### config.mk
export PLATFORM = sky130hd
export DESIGN_NAME = pin_wake_ctrl
export DESIGN_NICKNAME = d
export VERILOG_FILES = /design/src/rtl/pwk_pkg.sv /design/src/rtl/pwk_sync.sv /design/src/rtl/pwk_edge.sv /design/src/rtl/pwk_regs.sv /design/src/rtl/pin_wake_ctrl.sv
export SDC_FILE = /design/constraint.sdc
export NUM_CORES = 1
export LEC_CHECK = 0
export CAP_MARGIN = 30
export CORE_ASPECT_RATIO = 1.5
export CORE_MARGIN = 3
export CORE_UTILIZATION = 33
export DETAILED_ROUTE_END_ITERATION = 8
export PLACE_DENSITY = 0.54
export SLEW_MARGIN = 20
export SYNTH_ARGS = -nofsm -noshare
export SYNTH_HDL_FRONTEND = slang
export SYNTH_SLANG_ARGS = --single-unit
### constraint.sdc
create_clock -name clk_i -period 1 [get_ports clk_i]
set_input_delay 0.1 -clock clk_i [delete_from_list [all_inputs] [get_ports clk_i]]
set_output_delay 0.1 -clock clk_i [all_outputs]
set_load 0.005 [all_outputs]
### src/rtl/pwk_pkg.sv
package pwk_pkg;
  localparam int ADDR_W = 2;
  typedef enum logic [ADDR_W-1:0] {
    REG_POL  = 2'd0,
    REG_BOTH = 2'd1,
    REG_SNS  = 2'd2,
    REG_EN   = 2'd3
  } reg_sel_e;
endpackage

### src/rtl/pwk_sync.sv
module pwk_sync #(
  parameter int W      = 8,
  parameter int STAGES = 2
) (
  input  logic         clk_i,
  input  logic         rst_ni,
  input  logic [W-1:0] d_i,
  output logic [W-1:0] q_o
);
  logic [W-1:0] stage_q [STAGES];

  for (genvar s = 0; s < STAGES; s++) begin : g_stage
    always_ff @(posedge clk_i or negedge rst_ni) begin
      if (!rst_ni) stage_q[s] <= '0;
      else if (s == 0) stage_q[s] <= d_i;
      else stage_q[s] <= stage_q[(s == 0) ? 0 : s-1];
    end
  end

  assign q_o = stage_q[STAGES-1];
endmodule

### src/rtl/pwk_edge.sv
module pwk_edge #(
  parameter int W = 8
) (
  input  logic         clk_i,
  input  logic         rst_ni,
  input  logic [W-1:0] sync_i,
  input  logic [W-1:0] pol_i,
  input  logic [W-1:0] both_i,
  output logic [W-1:0] det_o
);
  logic [W-1:0] dly_q;

  always_ff @(posedge clk_i or negedge rst_ni) begin
    if (!rst_ni) dly_q <= '0;
    else dly_q <= sync_i;
  end

  for (genvar i = 0; i < W; i++) begin : g_pin
    logic rise, fall;
    assign rise = sync_i[i] & ~dly_q[i];
    assign fall = ~sync_i[i] & dly_q[i];
    // both-edge bit overrides polarity
    assign det_o[i] = both_i[i] ? (rise | fall) : (pol_i[i] ? fall : rise);
  end
endmodule

### src/rtl/pwk_regs.sv
module pwk_regs
  import pwk_pkg::*;
#(
  parameter int W          = 8,
  parameter bit HAS_ENABLE = 1'b1
) (
  input  logic              clk_i,
  input  logic              rst_ni,
  input  logic              wr_i,
  input  logic [ADDR_W-1:0] addr_i,
  input  logic [W-1:0]      wdata_i,
  input  logic [W-1:0]      det_i,
  output logic [W-1:0]      rdata_o,
  output logic [W-1:0]      pol_o,
  output logic [W-1:0]      both_o,
  output logic [W-1:0]      sns_o,
  output logic [W-1:0]      en_o
);
  logic [W-1:0] pol_q, both_q, sns_q, en_q, clr;

  assign clr = (wr_i && addr_i == REG_SNS) ? wdata_i : '0;

  always_ff @(posedge clk_i or negedge rst_ni) begin
    if (!rst_ni) begin
      pol_q  <= '0;
      both_q <= '0;
      sns_q  <= '0;
    end else begin
      if (wr_i && addr_i == REG_POL)  pol_q  <= wdata_i;
      if (wr_i && addr_i == REG_BOTH) both_q <= wdata_i;
      sns_q <= (sns_q & ~clr) | det_i;  // set beats clear
    end
  end

  if (HAS_ENABLE) begin : g_en
    always_ff @(posedge clk_i or negedge rst_ni) begin
      if (!rst_ni) en_q <= '0;
      else if (wr_i && addr_i == REG_EN) en_q <= wdata_i;
    end
  end else begin : g_no_en
    assign en_q = '1;
  end

  always_comb begin
    unique case (addr_i)
      REG_POL:  rdata_o = pol_q;
      REG_BOTH: rdata_o = both_q;
      REG_SNS:  rdata_o = sns_q;
      default:  rdata_o = en_q;
    endcase
  end

  assign pol_o  = pol_q;
  assign both_o = both_q;
  assign sns_o  = sns_q;
  assign en_o   = en_q;

  // written ones without a coincident edge are cleared
  a_r5_w1c_clears: assert property (@(posedge clk_i) disable iff (!rst_ni)
    (wr_i && addr_i == REG_SNS && (wdata_i & ~det_i) != '0)
    |=> ((sns_q & $past(wdata_i & ~det_i)) == '0));

  // flags not written as one stay set
  a_r5_sticky: assert property (@(posedge clk_i) disable iff (!rst_ni)
    1'b1 |=> ((sns_q & $past(sns_q & ~clr)) == $past(sns_q & ~clr)));

  // a flag only rises because of a detected edge
  a_r2_set_cause: assert property (@(posedge clk_i) disable iff (!rst_ni)
    1'b1 |=> ((sns_q & ~$past(sns_q) & ~$past(det_i)) == '0));

  // a detected edge always leaves its flag set
  a_r6_set_wins: assert property (@(posedge clk_i) disable iff (!rst_ni)
    (det_i != '0) |=> ((sns_q & $past(det_i)) == $past(det_i)));
endmodule

### src/rtl/pin_wake_ctrl.sv
module pin_wake_ctrl
  import pwk_pkg::*;
#(
  parameter int W          = 8,
  parameter int SYNC_STG   = 2,
  parameter bit HAS_ENABLE = 1'b1
) (
  input  logic              clk_i,
  input  logic              rst_ni,
  input  logic [W-1:0]      pin_i,
  input  logic              wr_i,
  input  logic [ADDR_W-1:0] addr_i,
  input  logic [W-1:0]      wdata_i,
  output logic [W-1:0]      rdata_o,
  output logic              wake_o
);
  logic [W-1:0] sync, pol, both, sns, en, det;
  logic         wake_q;

  pwk_sync #(.W(W), .STAGES(SYNC_STG)) u_sync (
    .clk_i(clk_i), .rst_ni(rst_ni), .d_i(pin_i), .q_o(sync)
  );

  pwk_edge #(.W(W)) u_edge (
    .clk_i(clk_i), .rst_ni(rst_ni), .sync_i(sync),
    .pol_i(pol), .both_i(both), .det_o(det)
  );

  pwk_regs #(.W(W), .HAS_ENABLE(HAS_ENABLE)) u_regs (
    .clk_i(clk_i), .rst_ni(rst_ni), .wr_i(wr_i), .addr_i(addr_i),
    .wdata_i(wdata_i), .det_i(det), .rdata_o(rdata_o),
    .pol_o(pol), .both_o(both), .sns_o(sns), .en_o(en)
  );

  always_ff @(posedge clk_i or negedge rst_ni) begin
    if (!rst_ni) wake_q <= 1'b0;
    else wake_q <= |(sns & en);
  end

  assign wake_o = wake_q;

  // wake follows masked flags one cycle later
  a_r8_wake_follows: assert property (@(posedge clk_i) disable iff (!rst_ni)
    1'b1 |=> (wake_o == ($past(sns & en) != '0)));
endmodule

# After elaboration in Yosys (flattened, before gate mapping)
# Cells that the tools add are included.
# totals
ff_bits,57
in_bits,21
elab_cells,79
# op_classes
n_eq_ne,3
muxes,18
n_bitwise,44
n_reduce_logical,6
# ops
cell,count
case mux 8 bit (3 select lines),1
bitwise AND 1 bit,16
bitwise AND 8 bit,2
two-way mux 1 bit,16
NOT 1 bit,16
two-way mux 8 bit,1
NOT 8 bit,1
bitwise OR 1 bit,8
bitwise OR 8 bit,1
OR reduction 8 bit,1
"== test 2 bit, second input constant",2
logical AND 1 bit,4
"== test 2 x 1 -> 1 bit, second input constant",1
logical NOT 2 bit,1

# Longest topological paths before layout
# logic_depth
ltp_word,6
depth_mapped,4
depth_no_buf,4

# Modules after synthesis
# Synthesis repeated with hierarchy kept, for this count alone.
# unflattened
hier_cells,181
area_unflattened_um2,2585.0
# modules_own_cells
mod,instances,cells_per_inst,area_per_inst_um2,seq_area_each_um2
pwk_regs,1,95,1442.6,800.8
pwk_edge,1,56,620.6,200.2
pwk_sync,1,24,460.4,400.4
pin_wake_ctrl,1,6,61.3,25.0

# Worst setup path before layout
# OpenSTA, ideal clock, no wires.
# synth_path
path_type,in2reg
from,input port addr_i[0]
to,register u_regs.pol_q[0] (netlist: u_regs.pol_o[0])
setup_time_ps,125
t_arrival_ps,923
required_time_ps,875
slack_ps,-48
path_stages,3
n_path_buf,1
cell_sequence,buf_6 -> nor3b_4 -> mux2_2
# synth_between
elab_chain_cells,2
# synth_lines
item,line_no,source
"start, declared",pin_wake_ctrl.sv:12,"input logic [ADDR_W-1:0] addr_i,"
logical NOT 2 bit,pwk_regs.sv:29,if (wr_i && addr_i == REG_POL) pol_q <= wdata_i;
logical AND 1 bit,pwk_regs.sv:29,
"end signal, assigned",pwk_regs.sv:29,
"end, declared",pwk_regs.sv:19,"logic [W-1:0] pol_q, both_q, sns_q, en_q, clr;"
# Every way passes these cells.
# A chain may end at the register's enable or synchronous reset.

# Worst setup path in the final report
# layout_path
from,register u_regs.sns_q[6] (netlist: u_regs.sns_o[6])
to,output port rdata_o[6]
# layout_between
elab_chain_cells,1
# layout_lines
item,line_no,source
"start, declared",pwk_regs.sv:19,
"start signal, assigned",pwk_regs.sv:31,sns_q <= (sns_q & ~clr) | det_i;
case mux 8 bit (3 select lines),pwk_regs.sv:45,unique case (addr_i)
"end, declared",pin_wake_ctrl.sv:14,"output logic [W-1:0] rdata_o,"
# Every way passes these cells.

==> results.ini <==
[setup_path]
critPathKind=reg -> out
critPathRequiredTime_ps=900
timing.rr.start=u_sync.q_o[4]
cp.arrival_ps=1330
ff2ff_setup_slack_ps=-30
crit_fanout=2
reg2regPathDepth=4
cp-end-kind=output pin
timing.rr.end=u_regs.sns_o[4]
critPathLaunchType=flop

[min_path]
holdCritPathClass=in -> reg
min_path_cells=1
hp-start=pin_i[0]
holdPathEnd=u_sync.stage_q[8]

[sta]
drv_slew=0
relSlewSlack_pct=78.8
finClkSkew_ps=3.86
fin_ws_ps=-431
hold_viol=0
setup_viol=13
max_freq_mhz=699
rsz0062_at_grt=true
tightest_slew_ps=317
fin_crit_sh_pct=143
period_needed_ps=1430

[flow_run]
cap_violations=0

[global_route]
grt_max_degree=58
antenna_found_initial=0
grt.overflow.total=0
grt_pass1_vias=1748
grt_pass1_wl_um=8760
grt_use_total_pct=13.3

[cells_and_area]
final_area_sq_mm=0.00394
fin_cells=371
nets=301
syn_to_final_growth_pct=51.5
drive_gt1_share_pct=56.9
insertedDiodeCount=0

[place]
place.gp.congestion=0.723
place_area_sq_mm=0.00336
hpwl_um=3690
io_buffer_count=29
dp_cells=346

[power_and_ir_drop]
clkPwrFrac_pct=38.7
power.density_mw_per_mm2=1800
p_leak_nw=1.82
power_frac_seq_pct=38.7
combPwrFrac_pct=22.6
vdd_drop_max_mv=1.06
sw_frac_of_total_pct=23.9
p_int_w=0.00541
power.switching_w=0.00170

[outcome]
violations=setup timing
run_status=complete, but fails checks

[floorplanning]
rows=39
io_pins=30
die_x_um=78.5
core_area_sq_mm=0.00766
die_y_um=115
start_util_pct=34.0
die_area_sq_mm=0.00901

[synthesis]
synth_ff_type=dfrtp_1
synth_top_area_share_pct=54.8
yosys.area.top_type=dfrtp_1
synth-compound-area-share_pct=3.85
netlist_top_cells_area=dfrtp_1 (55%), mux2_2 (10%), mux4_1 (8.1%)
synth_area_sq_mm=0.00260
avgSynthCellArea_sq_um=14.9
synth_nets=211
synthXorXnorAreaFrac_pct=0
synth_cell_types=17
synthMuxAreaShare_pct=21.5
yosys.area_share.simple_pct=6.78
synth.most_common_cell=dfrtp_1
ys_ff_latch=57
synth_edf_count=0
synth_seq_area_share_pct=54.8
synthCells=174
synth_top_family_by_area=multiplexers
yosys-top-cells-count=dfrtp_1 (57), inv_1 (24), mux2_2 (24)
yosysWarnings=0
ys_async_sr_fraction_pct=100
synthAdderAreaFrac_pct=7.70

[detailed_routing]
drt_first_pass_iters=4
first_iter_violations=62
vias=1707
drtAntennaViolNets=0
route.final.wire_length_um=5410
drc=0
via_per_inst=4.60
routedWlPerCell_um=14.6

[clock_tree]
clockBufferDepth=2
insertion_delay_ps=320
cts_buffers=9
cts_tree=done
clk_pin_slew_ps=50
cts-root-buf=clkbuf_16
cts_sinks=57
htree_levels=3

-- layout make-up --
cell class / count / area (sq um)
well taps: 102 / 128
clock buffers: 13 / 260
inverters: 24 / 90.1
repair buffers: 84 / 764
fillers: 687 / 3720
multi-input cells: 88 / 1250
flip-flops and latches: 57 / 1430
clock inverters: 3 / 15.0
-- power groups by stage --
| stage | combinational [W] | clock, W | sequential (W) |
|---|---|---|---|
| after global routing | 0.00176 | 0.00296 | 0.00278 |
| after global placement | 0.00136 | 0 | 0.00275 |
| final | 0.00161 | 0.00275 | 0.00275 |
| after detailed placement | 0.00138 | 0 | 0.00277 |
| after floorplan | 0.000539 | 0 | 0.00278 |
| after CTS | 0.00143 | 0.00286 | 0.00275 |
-- through the flow --
| stage | TNS, ps | util, % | total power [W] | setup WS (ps) | hold WS [ps] |
|---|---|---|---|---|---|
| finish | -3330 | 51.4 | 0.00711 | -431 | 215 |
| global route | -4180 | 51.4 | 0.00750 | -487 | 194 |
| CTS | -3630 | 48.5 | 0.00703 | -455 | 199 |
| detailed placement | -27780 | 43.9 | 0.00414 | -933 | 127 |
| global placement | -27740 | 43.9 | 0.00412 | -940 | 125 |
| floorplan | -383 | - | 0.00332 | -47.9 | -196 |
-- registers in the layout, summed over array words and instances, names as in the netlist --
| register | cells |
|---|---|
| u_regs.en_o | 8 |
| u_sync.stage_q | 8 |
| u_sync.q_o | 8 |
| u_regs.sns_o | 8 |
| wake_o | 1 |
| u_regs.both_o | 8 |
| u_regs.pol_o | 8 |
| u_edge.dly_q | 8 |
-- cell usage in the layout, fill, tap and decap left out --
| master | instances |
|---|---|
| ha_1 | 3 |
| buf_2 | 9 |
| inv_2 | 5 |
| nand2b_1 | 3 |
| clkdlybuf4s50_1 | 16 |
| o221ai_1 | 3 |
| nand2b_4 | 5 |
| nand4_1 | 1 |
| a22oi_2 | 4 |
| o221ai_2 | 5 |
| dlygate4sd3_1 | 1 |
| mux2_2 | 14 |
| buf_12 | 4 |
| dfrtp_1 | 56 |
| buf_8 | 2 |
| buf_4 | 41 |
| and4b_1 | 8 |
| mux2_4 | 10 |
| buf_16 | 1 |
| clkbuf_2 | 1 |
| dfrtp_2 | 1 |
| nor3b_4 | 1 |
| ha_4 | 7 |
| mux2i_1 | 3 |
| clkbuf_1 | 2 |
| inv_1 | 19 |
| mux4_2 | 8 |
| clkbuf_8 | 2 |
| dlygate4sd2_1 | 1 |
| clkinv_2 | 3 |
| nand3b_2 | 1 |
| buf_6 | 8 |
| mux2i_2 | 5 |
| nand3_2 | 1 |
| ha_2 | 6 |
| clkbuf_16 | 9 |
-- how the worst max path moves through the flow --
stage,from,to,cells after the start
CTS,u_regs.en_o[3],rdata_o[3],2
detailed placement,addr_i[0],rdata_o[0],4
floorplan,addr_i[0],u_regs.pol_o[0],3
global placement,addr_i[0],rdata_o[6],4
finish,u_regs.sns_o[6],rdata_o[6],2
global route,u_regs.sns_o[6],rdata_o[6],2
-- worst max-delay path: stages (launching register included) --
cell and delay, ps:
dfrtp_1 380, mux4_2 480, buf_2 150
-- routing by layer --
layer,part of all wire (%),global-route usage (%),up-vias
met3,3.9,4.55,10
met5,0,0,-
met4,2.4,7.70,0
met2,52,21.8,34
li1,-,-,807
met1,42,15.2,856
-- timing repair --
| action | 4_1_cts | 5_1_grt |
|---|---|---|
| setup endpoints to repair | 42 | 27 |
| hold endpoints to repair | 57 | 0 |
| buffers inserted | 5 | 7 |
| cloned | 1 | 0 |
| resized for setup | 76 | 47 |
| pin swaps | 7 | 11 |
| hold buffers | 1 | 0 |
-- cell families after synthesis --
logic type / after synthesis
flops: 57
mux: 40
buf+inv: 29
simple gates: 20
fa+ha+maj: 16
compound gates: 12
Power figures use the tool's default switching activity.
